==> config.mk <==
export PLATFORM = sky130hd
export DESIGN_NAME = tapir_path
export DESIGN_NICKNAME = d
export VERILOG_FILES = /design/src/rtl/tapir_pkg.sv /design/src/rtl/tapir_shift.sv /design/src/rtl/tapir_latch.sv /design/src/rtl/tapir_serial_out.sv /design/src/rtl/tapir_decode.sv /design/src/rtl/tapir_path.sv
export SDC_FILE = /design/constraint.sdc
export NUM_CORES = 1
export LEC_CHECK = 0
export BUFFER_PORTS_ARGS = -buffer_cell sky130_fd_sc_hd__buf_2
export CORE_AREA = 10 10 47 49
export CTS_CLUSTER_SIZE = 14
export DETAILED_ROUTE_END_ITERATION = 10
export DIE_AREA = 0 0 57 59
export PLACE_DENSITY = 0.65
export SYNTH_ARGS = -nofsm -noshare
export SYNTH_HDL_FRONTEND = slang
export SYNTH_SLANG_ARGS = --single-unit
==> constraint.sdc <==
create_clock -name tck -period 1.18 [get_ports tck]
set_clock_uncertainty 0.2 [all_clocks]
set_input_delay 0.118 -clock tck [delete_from_list [all_inputs] [get_ports tck]]
set_output_delay 0.118 -clock tck [all_outputs]
set_load 0.05 [all_outputs]
==> src/rtl/tapir_pkg.sv <==
// Package: shared defaults and the controller-state bundle for the
// instruction register path. Assumes a 6-bit instruction by default.
package tapir_pkg;

    localparam int DEF_IR_W = 6;

    // Controller states that this block reacts to, one strobe each.
    typedef struct packed {
        logic tlr;
        logic cap_ir;
        logic sh_ir;
        logic upd_ir;
        logic sh_dr;
    } tap_state_t;

endpackage

==> src/rtl/tapir_shift.sv <==
// Serial capture/shift stage. Acts on the rising test-clock edge.
// Assumes capture and shift strobes are never high together.
module tapir_shift #(
    parameter int                IR_W    = 6,
    parameter logic [IR_W-1:0]   CAP_VAL = {{(IR_W-1){1'b0}}, 1'b1}
) (
    input  logic            tck,
    input  logic            trst_n,
    input  logic            capture,
    input  logic            shift,
    input  logic            tdi,
    output logic [IR_W-1:0] sr_q
);

    // Capture the marker, shift toward bit 0, or hold.
    always_ff @(posedge tck) begin
        if (!trst_n) begin
            sr_q <= CAP_VAL;
        end else if (capture) begin
            sr_q <= CAP_VAL;
        end else if (shift) begin
            sr_q <= {tdi, sr_q[IR_W-1:1]};
        end
    end

endmodule

==> src/rtl/tapir_latch.sv <==
// Instruction holding register. Acts on the falling test-clock edge.
// Reset (pin or logic-reset state) has priority over update.
module tapir_latch #(
    parameter int              IR_W   = 6,
    parameter logic [IR_W-1:0] RST_OP = {IR_W{1'b1}}
) (
    input  logic            tck,
    input  logic            trst_n,
    input  logic            tlr,
    input  logic            update,
    input  logic [IR_W-1:0] sr_q,
    output logic [IR_W-1:0] instr_q
);

    // Load the reset opcode, copy the stage on update, else hold.
    always_ff @(negedge tck) begin
        if (!trst_n || tlr) begin
            instr_q <= RST_OP;
        end else if (update) begin
            instr_q <= sr_q;
        end
    end

endmodule

==> src/rtl/tapir_serial_out.sv <==
// Falling-edge retiming of the serial output and its drive enable.
// Assumes the stage bit 0 is stable across the falling edge.
module tapir_serial_out (
    input  logic tck,
    input  logic trst_n,
    input  logic shift_ir,
    input  logic shift_dr,
    input  logic sr_lsb,
    output logic tdo,
    output logic tdo_oe
);

    // Present stage bit 0 during instruction shift, hold otherwise.
    always_ff @(negedge tck) begin
        if (!trst_n) begin
            tdo <= 1'b0;
        end else if (shift_ir) begin
            tdo <= sr_lsb;
        end
    end

    // Enable the driver only in the two shift states.
    always_ff @(negedge tck) begin
        if (!trst_n) begin
            tdo_oe <= 1'b0;
        end else begin
            tdo_oe <= shift_ir | shift_dr;
        end
    end

endmodule

==> src/rtl/tapir_decode.sv <==
// Minimal decode: identification opcode versus bypass for all others.
// With HAS_ID = 0 every opcode selects bypass.
module tapir_decode #(
    parameter int              IR_W   = 6,
    parameter bit              HAS_ID = 1'b1,
    parameter logic [IR_W-1:0] ID_OP  = 6'b000010
) (
    input  logic [IR_W-1:0] instr,
    output logic            sel_bypass,
    output logic            sel_idcode
);

    generate
        if (HAS_ID) begin : g_with_id
            // Compare against the identification opcode.
            always_comb begin
                sel_idcode = (instr == ID_OP);
                sel_bypass = !sel_idcode;
            end
        end else begin : g_no_id
            // No identification register: bypass always selected.
            always_comb begin
                sel_idcode = 1'b0;
                sel_bypass = 1'b1;
            end
        end
    endgenerate

endmodule

==> src/rtl/tapir_path.sv <==
// Top of the instruction register path. Rising edge: capture/shift.
// Falling edge: instruction latch, serial output, output enable.
// Assumes the state strobes change just after the rising edge.
module tapir_path #(
    parameter int              IR_W    = tapir_pkg::DEF_IR_W,
    parameter bit              HAS_ID  = 1'b1,
    parameter logic [IR_W-1:0] ID_OP   = 6'b000010,
    parameter logic [IR_W-1:0] CAP_VAL = {{(IR_W-1){1'b0}}, 1'b1}
) (
    input  logic            tck,
    input  logic            trst_n,
    input  logic            tdi,
    input  logic            st_tlr,
    input  logic            st_cap_ir,
    input  logic            st_sh_ir,
    input  logic            st_upd_ir,
    input  logic            st_sh_dr,
    output logic            tdo,
    output logic            tdo_oe,
    output logic [IR_W-1:0] instr,
    output logic            sel_bypass,
    output logic            sel_idcode
);

    localparam logic [IR_W-1:0] RST_OP = HAS_ID ? ID_OP : {IR_W{1'b1}};

    tapir_pkg::tap_state_t st;
    logic [IR_W-1:0]       sr_q;

    // Bundle the incoming state strobes.
    always_comb begin
        st.tlr    = st_tlr;
        st.cap_ir = st_cap_ir;
        st.sh_ir  = st_sh_ir;
        st.upd_ir = st_upd_ir;
        st.sh_dr  = st_sh_dr;
    end

    tapir_shift #(.IR_W(IR_W), .CAP_VAL(CAP_VAL)) u_shift (
        .tck     (tck),
        .trst_n  (trst_n),
        .capture (st.cap_ir),
        .shift   (st.sh_ir),
        .tdi     (tdi),
        .sr_q    (sr_q)
    );

    tapir_latch #(.IR_W(IR_W), .RST_OP(RST_OP)) u_latch (
        .tck     (tck),
        .trst_n  (trst_n),
        .tlr     (st.tlr),
        .update  (st.upd_ir),
        .sr_q    (sr_q),
        .instr_q (instr)
    );

    tapir_serial_out u_sout (
        .tck      (tck),
        .trst_n   (trst_n),
        .shift_ir (st.sh_ir),
        .shift_dr (st.sh_dr),
        .sr_lsb   (sr_q[0]),
        .tdo      (tdo),
        .tdo_oe   (tdo_oe)
    );

    tapir_decode #(.IR_W(IR_W), .HAS_ID(HAS_ID), .ID_OP(ID_OP)) u_dec (
        .instr      (instr),
        .sel_bypass (sel_bypass),
        .sel_idcode (sel_idcode)
    );

endmodule

### Word-level counts from Yosys, hierarchy flattened

Cells that the tools add are included.

| storage, ports and cells | value |
|---|---|
| register bits after elaboration | 14 |
| input port bits | 8 |
| logic and storage cells | 11 |

| cells by class | value |
|---|---|
| eq/ne operators | 1 |
| bitwise gates (word level) | 2 |
| reductions and logical operators | 4 |

Operator list:

| cell | count |
|---|---|
| $eq 6x2->1 const B | 1 |
| $logic_not 1->1 | 2 |
| $reduce_or 2->1 | 1 |
| $logic_or 1x1->1 | 1 |
| $not 1->1 | 1 |
| $or 1x1->1 | 1 |

### Logic depth before layout (Yosys ltp)

| depth | value |
|---|---|
| word-level depth | 2 |
| gate-level depth with buffers | 3 |

### By module

From an unflattened synthesis, not the netlist that was laid out.

| unflattened totals | value |
|---|---|
| cell total of the unflattened synthesis | 50 |
| area, all modules | 563.0 µm² |

Modules (own cells, without submodules):

| module | cells an instance | instances | area an instance (µm²) |
|---|---|---|---|
| tapir_latch | 21 | 1 | 235.2 |
| tapir_shift | 20 | 1 | 231.5 |
| tapir_serial_out | 6 | 1 | 67.6 |
| tapir_decode | 3 | 1 | 28.8 |

==> flow_metrics.py <==
metrics = {
    "setup_path": {
        "crit_chain": "nor2_4, and4b_2, buf_8",
        "crit_buf_inv": 1,
        "crit_slowest_cell": "dfxtp_4",
        "crit_path_start_kind": "register",
        "cpPeakStageDelay_ps": 340,
        "crit_family": "flip-flops",
        "critPathRequiredTime_ps": 860,
        "path_class": "reg2out",
        "endpoint_kind": "output port",
        "arrival_ps": 1740,
        "critical_path.max_fanout": 2,
    },
    "final_layout": {
        "nNetsFinal": 103,
        "num_antenna_cells": 0,
        "area_delta_synth_final_pct": 86.5,
        "layout-drive-gt1-share_pct": 59.1,
        "final_area_um2": 982,
    },
    "routing": {
        "vias": 483,
        "detail-route-antenna-nets": 0,
        "wl_per_cell_um": 11.4,
        "drt_wl_total_um": 1250,
        "drc_errors": 0,
        "drt_iter0_drc": 2,
        "detail_route.first_pass.iterations": 3,
        "vias_per_cell": 4.43,
    },
    "yosys": {
        "syn_nets": 58,
        "yosys_warnings": 0,
        "synth_seq_area_share_pct": 53.2,
        "synth_area_um2": 527,
        "ys_ff_latch": 14,
        "synth_cells": 50,
        "ys_types": 12,
        "syn_avg_cell_area_um2": 10.5,
    },
    "grt": {
        "grt_pass1_vias": 480,
        "grt_usage_pct": 7.82,
        "antenna_found_initial": 0,
        "grt_pass1_wl_um": 2190,
        "grt_max_degree": 8,
        "grt_overflow": 0,
    },
    "clocking": {
        "cts_buffers": 3,
        "clkTransAtPathRegs_ps": 80,
        "cts_max_path_buffers": 2,
        "cts_tree": "built",
        "clk_latency_ps": 270,
        "h-tree-depth": 1,
        "cts_root_buf": "clkbuf_4",
        "cts.sinks": 14,
    },
    "job": {
        "cap_violations": 0,
    },
    "die": {
        "die-area_mm2": 0.00336,
        "core_mm2": 0.00140,
        "rows": 14,
        "start_util_pct": 37.6,
        "dieWidth_um": 57,
        "die_y_um": 59,
        "io_pins": 18,
    },
    "timing": {
        "worst_pin_slew_ps": 189,
        "slew_headroom_pct": 87.4,
        "hold_ws_ps": -21.7,
        "rsz0062_at_grt": "yes",
        "drv_slew": 0,
        "setup_viol": 17,
        "fin_ws_ps": -880,
        "final-hold-violation-count": 1,
    },
    "power": {
        "ir_drop_mv": 0.878,
        "total_power_mw": 1.02,
        "power.density_mw_per_mm2": 1040,
        "p_leak_nw": 0.484,
    },
    "outcome": {
        "failed_checks": "negative hold slack, negative setup slack",
        "status": "complete, but fails checks",
    },
    "min_path": {
        "min_path_type": "in2reg",
    },
    "placed_design": {
        "portBuffers": 17,
        "gp_congestion": 0.699,
        "postPlaceCellArea_um2": 768,
        "dp_hpwl_um": 953,
        "dp_slack_ps": -630,
    },
}
## where the power goes
group | internal, mW | switching, mW
sequential | 0.475 | 0.00933
clock | 0.153 | 0.197
combinational | 0.0914 | 0.0960
total | 0.720 | 0.302
## worst min-delay path: cells and delay by family
kind / cells / cell delay [ps]
AO/OA/AOI/OAI: 1 / 100
buffers and inverters: 1 / 70
AND/OR/NAND/NOR: 1 / 130
## repair_timing
action / CTS / global route
hold endpoints to repair: 2 / 0
setup buffers: 1 / 2
cloned: 0 / 0
hold buffers: 1 / 0
resized for setup: 35 / 7
pin swaps: 1 / 1
endpoints found under the setup margin: 17 / 17
## area by class of cell
type	count	area [um^2]
tap	16	20.0
sequential	14	318
fill	119	419
clock buffer	3	22.5
clock inverter	8	30.0
timing repair buffer	35	338
multi-input combinational	33	254
## sequential cells by signal, indices dropped and copies added, names as in the netlist
register	flops
u_latch.instr_q	6
u_sout.tdo	1
u_sout.tdo_oe	1
u_shift.sr_q	6
## kinds of logic (layout without fill, tap and decap cells)
| kind of cell | after synthesis | count (layout) | synth area share, % |
|---|---|---|---|
| compound gates | 3 | 3 | 4.75 |
| buf+inv | 3 | 46 | 3.09 |
| flops | 14 | 14 | 53.2 |
| mux | 11 | 11 | 20.9 |
| simple gates | 19 | 19 | 18.1 |
## synth_stat cells
| cell type | count | share of area, % |
|---|---|---|
| dfxtp_1 | 14 | 53 |
| nor2_1 | 12 | 8.6 |
| mux2i_1 | 11 | 21 |
| nor2b_1 | 3 | 3.6 |
| a211o_1 | 2 | 3.3 |
| nand2b_1 | 2 | 2.4 |
| and4b_1 | 1 | 1.9 |
| buf_2 | 1 | 0.95 |
| buf_4 | 1 | 1.4 |
| inv_1 | 1 | 0.71 |
| nand4b_1 | 1 | 1.7 |
| o21a_1 | 1 | 1.4 |
## metrics by stage
step                utilization [%]  cells  setup TNS [ps]
floorplan                         -     50           -3970
CTS                            67.5    107           -7910
detailed placement             54.8     95           -6160
global placement               54.8     95           -6040
finish                         70.1    109           -7870
global route                   70.1    109           -8550
## metal layers
metal	track usage [%]	wire length, um
met1	9.79	570
met2	11.8	602
met3	3.00	68
met4	3.02	4
met5	0	0
## layout by cell type (no fill, tap or decap), drive strengths merged
cell type     n
buf          34
dfxtp        14
nor2         12
mux2i        11
inv           8
nor2b         3
clkbuf        3
a211o         2
nand2b        2
o21a          1
nand4b        1
and4b         1
dlygate4sd3   1
## final timing paths
| check | start | to | slack [ps] | depth (start not counted) |
|---|---|---|---|---|
| worst max-delay path | u_latch.instr_q[0] | sel_idcode | -880 | 3 |
| worst min-delay path | st_cap_ir | u_shift.sr_q[0] | -20 | 3 |
| worst max register to register | u_shift.sr_q[1] | u_latch.instr_q[1] | -230 | 1 |
| worst min register to register | u_sout.tdo | u_sout.tdo | 330 | 2 |
No activity file was read; power rests on OpenSTA's default activity.
